--- config.mk ---
export PLATFORM = sky130hd
export DESIGN_NAME = hash_ebuf
export DESIGN_NICKNAME = d
export VERILOG_FILES = /design/src/rtl/hebuf_pkg.sv /design/src/rtl/hebuf_store.sv /design/src/rtl/hebuf_flags.sv /design/src/rtl/hebuf_stats.sv /design/src/rtl/hash_ebuf.sv
export SDC_FILE = /design/constraint.sdc
export NUM_CORES = 1
export LEC_CHECK = 0
export BUFFER_PORTS_ARGS = -buffer_cell sky130_fd_sc_hd__buf_4
export CORE_ASPECT_RATIO = 0.9
export CORE_MARGIN = 1.5
export CORE_UTILIZATION = 40
export CTS_BUF_LIST = sky130_fd_sc_hd__clkbuf_4 sky130_fd_sc_hd__clkbuf_8 sky130_fd_sc_hd__clkbuf_16
export DETAILED_ROUTE_END_ITERATION = 10
export GPL_TIMING_DRIVEN = 0
export PLACE_DENSITY = 0.66
export SETUP_SLACK_MARGIN = 0.05
export SLEW_MARGIN = 20
export SYNTH_ARGS = -nofsm -noshare
export SYNTH_HDL_FRONTEND = slang
export SYNTH_SLANG_ARGS = --single-unit
--- constraint.sdc ---
create_clock -name clk -period 10.6 [get_ports clk]
set_input_delay 1.59 -clock clk [delete_from_list [all_inputs] [get_ports clk]]
set_output_delay 1.59 -clock clk [all_outputs]
set_load 0.03 [all_outputs]
--- src/rtl/hebuf_pkg.sv ---
package hebuf_pkg;

  // Slot address: low bits of the logical index (depth is a power of two)
  function automatic int unsigned slot_of(int unsigned idx, int unsigned depth);
    return idx & (depth - 1);
  endfunction

  // Validity pattern for a use count: n ones, with n clamped to 1..max_reads
  function automatic int unsigned fill_mask(int unsigned uses, int unsigned max_reads);
    int unsigned n;
    n = (uses == 0) ? 1 : ((uses > max_reads) ? max_reads : uses);
    return (1 << n) - 1;
  endfunction

  // A field with only its lowest bit set has exactly one use left
  function automatic logic last_use(int unsigned field);
    return field == 1;
  endfunction

endpackage

--- src/rtl/hebuf_store.sv ---
module hebuf_store #(
  parameter int DEPTH  = 8,
  parameter int DATA_W = 16,
  localparam int SLOT_W = $clog2(DEPTH)
) (
  input  logic              clk,
  input  logic              we,
  input  logic [SLOT_W-1:0] wslot,
  input  logic [DATA_W-1:0] wdata,
  input  logic [SLOT_W-1:0] rslot,
  output logic [DATA_W-1:0] rdata
);
  logic [DATA_W-1:0] mem [DEPTH];

  always_ff @(posedge clk) begin
    if (we) mem[wslot] <= wdata;
  end

  assign rdata = mem[rslot];
endmodule

--- src/rtl/hebuf_flags.sv ---
module hebuf_flags #(
  parameter int DEPTH = 8,
  parameter int FLD_W = 4,
  localparam int SLOT_W = $clog2(DEPTH)
) (
  input  logic              clk,
  input  logic              rst_n,
  input  logic [SLOT_W-1:0] rd_slot,
  input  logic [SLOT_W-1:0] wr_slot,
  output logic [FLD_W-1:0]  rd_field,
  output logic [FLD_W-1:0]  wr_field,
  input  logic              pop_en,
  input  logic              set_en,
  input  logic [FLD_W-1:0]  set_val
);
  logic [FLD_W-1:0] fld [DEPTH];

  assign rd_field = fld[rd_slot];
  assign wr_field = fld[wr_slot];

  // Read update first, write second: a refill of a freed slot wins
  always_ff @(posedge clk) begin
    if (!rst_n) begin
      for (int i = 0; i < DEPTH; i++) fld[i] <= '0;
    end else begin
      if (pop_en) fld[rd_slot] <= rd_field >> 1;
      if (set_en) fld[wr_slot] <= set_val;
    end
  end
endmodule

--- src/rtl/hebuf_stats.sv ---
module hebuf_stats #(
  parameter int OCC_W = 4,
  parameter int CNT_W = 16
) (
  input  logic             clk,
  input  logic             rst_n,
  input  logic             accept,
  input  logic             hit,
  input  logic             miss,
  input  logic             free,
  output logic [OCC_W-1:0] occ,
  output logic [OCC_W-1:0] peak,
  output logic [CNT_W-1:0] st_cnt,
  output logic [CNT_W-1:0] h_cnt,
  output logic [CNT_W-1:0] m_cnt
);
  logic [OCC_W-1:0] occ_nxt;
  assign occ_nxt = occ + OCC_W'(accept) - OCC_W'(free);

  always_ff @(posedge clk) begin
    if (!rst_n) begin
      occ    <= '0;
      peak   <= '0;
      st_cnt <= '0;
      h_cnt  <= '0;
      m_cnt  <= '0;
    end else begin
      occ <= occ_nxt;
      if (occ_nxt > peak) peak <= occ_nxt;
      if (accept) st_cnt <= st_cnt + 1'b1;
      if (hit)    h_cnt  <= h_cnt + 1'b1;
      if (miss)   m_cnt  <= m_cnt + 1'b1;
    end
  end
endmodule

--- src/rtl/hash_ebuf.sv ---
module hash_ebuf
  import hebuf_pkg::*;
#(
  parameter int IDX_W     = 10,
  parameter int DATA_W    = 16,
  parameter int DEPTH     = 8,
  parameter int MAX_READS = 4,
  parameter int CNT_W     = 16,
  localparam int SLOT_W   = $clog2(DEPTH),
  localparam int USE_W    = $clog2(MAX_READS + 1),
  localparam int OCC_W    = $clog2(DEPTH + 1)
) (
  input  logic              clk,
  input  logic              rst_n,
  input  logic              wr_en,
  input  logic [IDX_W-1:0]  wr_idx,
  input  logic [DATA_W-1:0] wr_data,
  input  logic [USE_W-1:0]  wr_uses,
  output logic              wr_stall,
  input  logic              rd_en,
  input  logic [IDX_W-1:0]  rd_idx,
  output logic [DATA_W-1:0] rd_data,
  output logic              rd_hit,
  output logic [OCC_W-1:0]  occupancy,
  output logic [OCC_W-1:0]  peak_occ,
  output logic [CNT_W-1:0]  store_cnt,
  output logic [CNT_W-1:0]  hit_cnt,
  output logic [CNT_W-1:0]  miss_cnt
);
  // Named internal events, also seen by the bound checker
  logic [SLOT_W-1:0]    wr_slot, rd_slot;
  logic [MAX_READS-1:0] rd_field, wr_field, new_field;
  logic                 rd_last, slot_freed, wr_collide, wr_accept, rd_miss;

  assign wr_slot   = SLOT_W'(slot_of(32'(wr_idx), DEPTH));
  assign rd_slot   = SLOT_W'(slot_of(32'(rd_idx), DEPTH));
  assign new_field = MAX_READS'(fill_mask(32'(wr_uses), MAX_READS));

  assign rd_hit     = rd_en && (rd_field != '0);
  assign rd_miss    = rd_en && !rd_hit;
  assign rd_last    = rd_hit && last_use(32'(rd_field));
  assign slot_freed = rd_last && (rd_slot == wr_slot);
  assign wr_collide = wr_en && (wr_field != '0) && !slot_freed;
  assign wr_accept  = wr_en && !wr_collide;
  assign wr_stall   = wr_collide;

  hebuf_store #(.DEPTH(DEPTH), .DATA_W(DATA_W)) u_store (
    .clk   (clk),
    .we    (wr_accept),
    .wslot (wr_slot),
    .wdata (wr_data),
    .rslot (rd_slot),
    .rdata (rd_data)
  );

  hebuf_flags #(.DEPTH(DEPTH), .FLD_W(MAX_READS)) u_flags (
    .clk      (clk),
    .rst_n    (rst_n),
    .rd_slot  (rd_slot),
    .wr_slot  (wr_slot),
    .rd_field (rd_field),
    .wr_field (wr_field),
    .pop_en   (rd_hit),
    .set_en   (wr_accept),
    .set_val  (new_field)
  );

  hebuf_stats #(.OCC_W(OCC_W), .CNT_W(CNT_W)) u_stats (
    .clk    (clk),
    .rst_n  (rst_n),
    .accept (wr_accept),
    .hit    (rd_hit),
    .miss   (rd_miss),
    .free   (rd_last),
    .occ    (occupancy),
    .peak   (peak_occ),
    .st_cnt (store_cnt),
    .h_cnt  (hit_cnt),
    .m_cnt  (miss_cnt)
  );
endmodule

==> reports/qor.yml <==
run_status:
  status: "finished, final reports clean"
die:
  io_pins: 117
  num_rows: 52
  initial_core_util: 0.409
  die_y_um: 147
  die_area_sq_mm: 0.0240
  core_region_area_sq_mm: 0.0226
  die_w_um: 163
timing:
  fin_ws_ns: 4.87
  fin_setup_tns_ns: 0
  fin_worst_skew_ns: 0.0242
  drv_slew: 0
  whs_ns: 0.492
  worst_pin_slew_ns: 1.10
  min_period_ns: 5.73
  setup_violations: 0
  period_share: 0.541
  finalHoldViolations: 0
  rsz0062_at_grt: "false"
  relSlewSlack: 0.270
  fmax_mhz: 175
power:
  swShare: 0.256
  p_seq_frac: 0.464
  total_power_mw: 2.05
  internal-power_mw: 1.52
  power.leakage_nw: 3.90
  combPwrFrac: 0.138
  p_clk_frac: 0.398
  p_switching_uw: 524
  power_density_mw_per_mm2: 182
  irDropWorstVdd_v: 0.000142
place:
  dp.cells: 1109
  portBuffers: 99
  pre_cts_slack_ns: 4.36
  dp_hpwl_um: 15600
  gp_congestion: 0.851
  place_area_sq_mm: 0.0105
finish:
  fill_cells: 1984
  fin_util: 0.499
  insertedDiodeCount: 0
  fin_area_sq_mm: 0.0113
  fin_nets: 892
  seq_area_sq_mm: 0.00593
  multi_input_area_sq_mm: 0.00313
  drive_gt1_frac: 0.225
  stdcell_count: 1151
  synthToLayoutAreaGrowth_pct: 21.9
synth:
  ys_async_sr_fraction: 0
  synthFlopType: "edfxtp_1"
  synthMuxAreaShare: 0.0382
  ys_seq_area_frac: 0.642
  yosysWarnings: 0
  synth_compound_area_frac: 0.116
  synth_cell_types: 58
  ys_seq_elements: 216
  synth_top_family_by_area: "simple AND/OR/NAND/NOR gates"
  syn_nets: 760
  synth_xor_area_frac: 0.0389
  yosys.area_share.simple: 0.123
  syn_area_sq_mm: 0.00923
  synth_adder_area_share: 0.0171
  synth_edf_count: 160
  avgSynthCellArea_sq_um: 13.1
  synthCells: 705
route:
  via_per_inst: 5.60
  first_pass_iters: 5
  drt_iter0_markers: 686
  dr_total_vias: 6444
  drc: 0
  postRouteAntennaNets: 0
  finalWirelength_um: 23300
  routedWlPerCell_um: 20.2
clocking:
  cts_hold_buffers: 0
  root_buffer: "clkbuf_16"
  cts_tree: "yes"
  numCtsBuffers: 23
  clk_pin_slew_ns: 0.06
  cts_resized: 0
  cts.sinks: 216
  ctsHtreeMaxLevel: 1
  clk_latency_ns: 0.53
  postCtsSetupBuffers: 0
  clock_tree.buffer_depth: 3
critical_path:
  required_ns: 10.99
  critPathKind: "in -> reg"
  startpoint_type: "input pin"
  endpoint_kind: "flop"
  slowest_stage: "fa_1"
  max_stage_delay_ns: 0.51
  crit_fanout: 10
  crit_path_cell_trace: "buf_2 -> buf_2 -> mux4_2 -> mux2i_4 -> nand4_4 -> nor3_4 -> nor2_1 -> buf_2 -> ha_1 -> inv_1 -> ha_1 -> inv_1 -> fa_1 -> inv_1 -> ha_1 -> nor2b_1 -> o21ai_0 -> nand2b_1 -> a21oi_1 -> a41o_1 -> mux2i_1 -> nor2_1"
  arrival_ns: 6.12
global_route:
  grt.total_usage: 0.192
  antenna_found_initial: 0
  grt_max_degree: 18
  grt_pass1_vias: 6122
  gr-total-overflow: 0
  grt_pass1_wl_um: 35300
min_path:
  hold_class: "reg -> reg"
job:
  maxCapViolations: 0
cells by family after synthesis:
logic type / Yosys count
xor gates and xnor gates: 41
adders and majority gates: 12
and+or+nand+nor: 217
AOI/OAI and AO/OA: 141
muxes: 21
buffers and inverters: 57
DFF: 216
layout make-up:
type	count	share of cell area
multi-input combinational	432	0.278
inverter	20	0.00667
tap	297	0.0330
timing repair buffer	107	0.0740
clock inverter	17	0.0157
sequential	216	0.527
buffer	37	0.0137
clock buffer	25	0.0525
state kept, by name, indices dropped and copies added, names as in the netlist:
register,flops
u_store.mem,128
u_flags.fld,32
u_stats.h_cnt,16
u_stats.m_cnt,16
u_stats.st_cnt,16
u_stats.occ,4
u_stats.peak,4
cells in the mapped netlist (all sizes together) (2+ instances only):
cell,count,share of area
buf,7,0.0045
a22oi,64,0.052
mux4,8,0.020
or2,2,0.0014
nor2b,4,0.0027
mux2i,9,0.014
nand4,25,0.019
nor3,9,0.0061
o32ai,6,0.0057
clkbuf,30,0.012
edfxtp,160,0.52
nand2b,4,0.0027
nor2,67,0.027
xor2,16,0.015
nor3b,2,0.0016
or4b,3,0.0033
and3,10,0.0068
and4,6,0.0057
dfxtp,56,0.12
o21ai,16,0.0087
ha,11,0.015
nor4,3,0.0020
o31ai,7,0.0057
a211o,8,0.0076
xnor2,25,0.024
a21o,2,0.0016
or4,4,0.0033
or3,9,0.0066
and2,10,0.0068
o41ai,3,0.0049
o211ai,2,0.0016
nand2,34,0.014
nand3,21,0.011
mux2,4,0.0049
inv,20,0.0081
a21oi,13,0.0070
a211oi,4,0.0038
a2111oi,2,0.0060
o22ai,8,0.0054
nand3b,3,0.0024
critical path, delay by kind of cell:
| kind | cells | cell delay, ns |
|---|---|---|
| AO/OA/AOI/OAI | 3 | 0.54 |
| adder cells (fa/ha/maj) | 4 | 1.27 |
| buffers and inverters | 6 | 0.88 |
| multiplexers | 3 | 0.94 |
| AND/OR/NAND/NOR | 6 | 0.92 |
cells in the final DEF, fill, tap and decap left out, drive strengths merged, types with 21 or more instances in the layout:
cell type	count
nand4	25
xnor2	25
nor2	67
buf	114
clkbuf	55
nand3	21
inv	22
edfxtp	160
a22oi	64
dfxtp	56
nand2	34
final timing paths:
check / startpoint / end / slack, ns / cells past startpoint
min reg2reg: u_stats.h_cnt[1]$_SDFFE_PN0N_ / u_stats.h_cnt[1]$_SDFFE_PN0N_ / 0.49 / 2
max: rd_idx[2] / u_stats.peak[3]$_SDFFE_PN0N_ / 4.87 / 22
min: u_stats.h_cnt[1]$_SDFFE_PN0N_ / u_stats.h_cnt[1]$_SDFFE_PN0N_ / 0.49 / 2
max reg2reg: u_flags.fld[5][1]$_DFFE_PP_ / u_stats.peak[3]$_SDFFE_PN0N_ / 5.72 / 20
layer usage:
layer | part of all wire | vias to the layer above | wire [um] | global-route usage
li1 | - | 2993 | - | -
met1 | 0.45 | 3159 | 10500 | 0.272
met2 | 0.46 | 255 | 10700 | 0.305
met3 | 0.068 | 37 | 1590 | 0.0339
met4 | 0.020 | 0 | 458 | 0.0505
met5 | 0 | - | 0 | 0
power groups by stage:
stage,Clock [mW],Sequential (mW),Combinational [mW]
2_1_floorplan,0,0.986,0.168
3_5_place_dp,0,0.968,0.282
4_1_cts,0.828,0.950,0.284
6_report,0.815,0.950,0.282
5_1_grt,0.864,0.952,0.309
3_3_place_gp,0,0.967,0.275
Note: power is estimated with default switching activity, not from simulation.
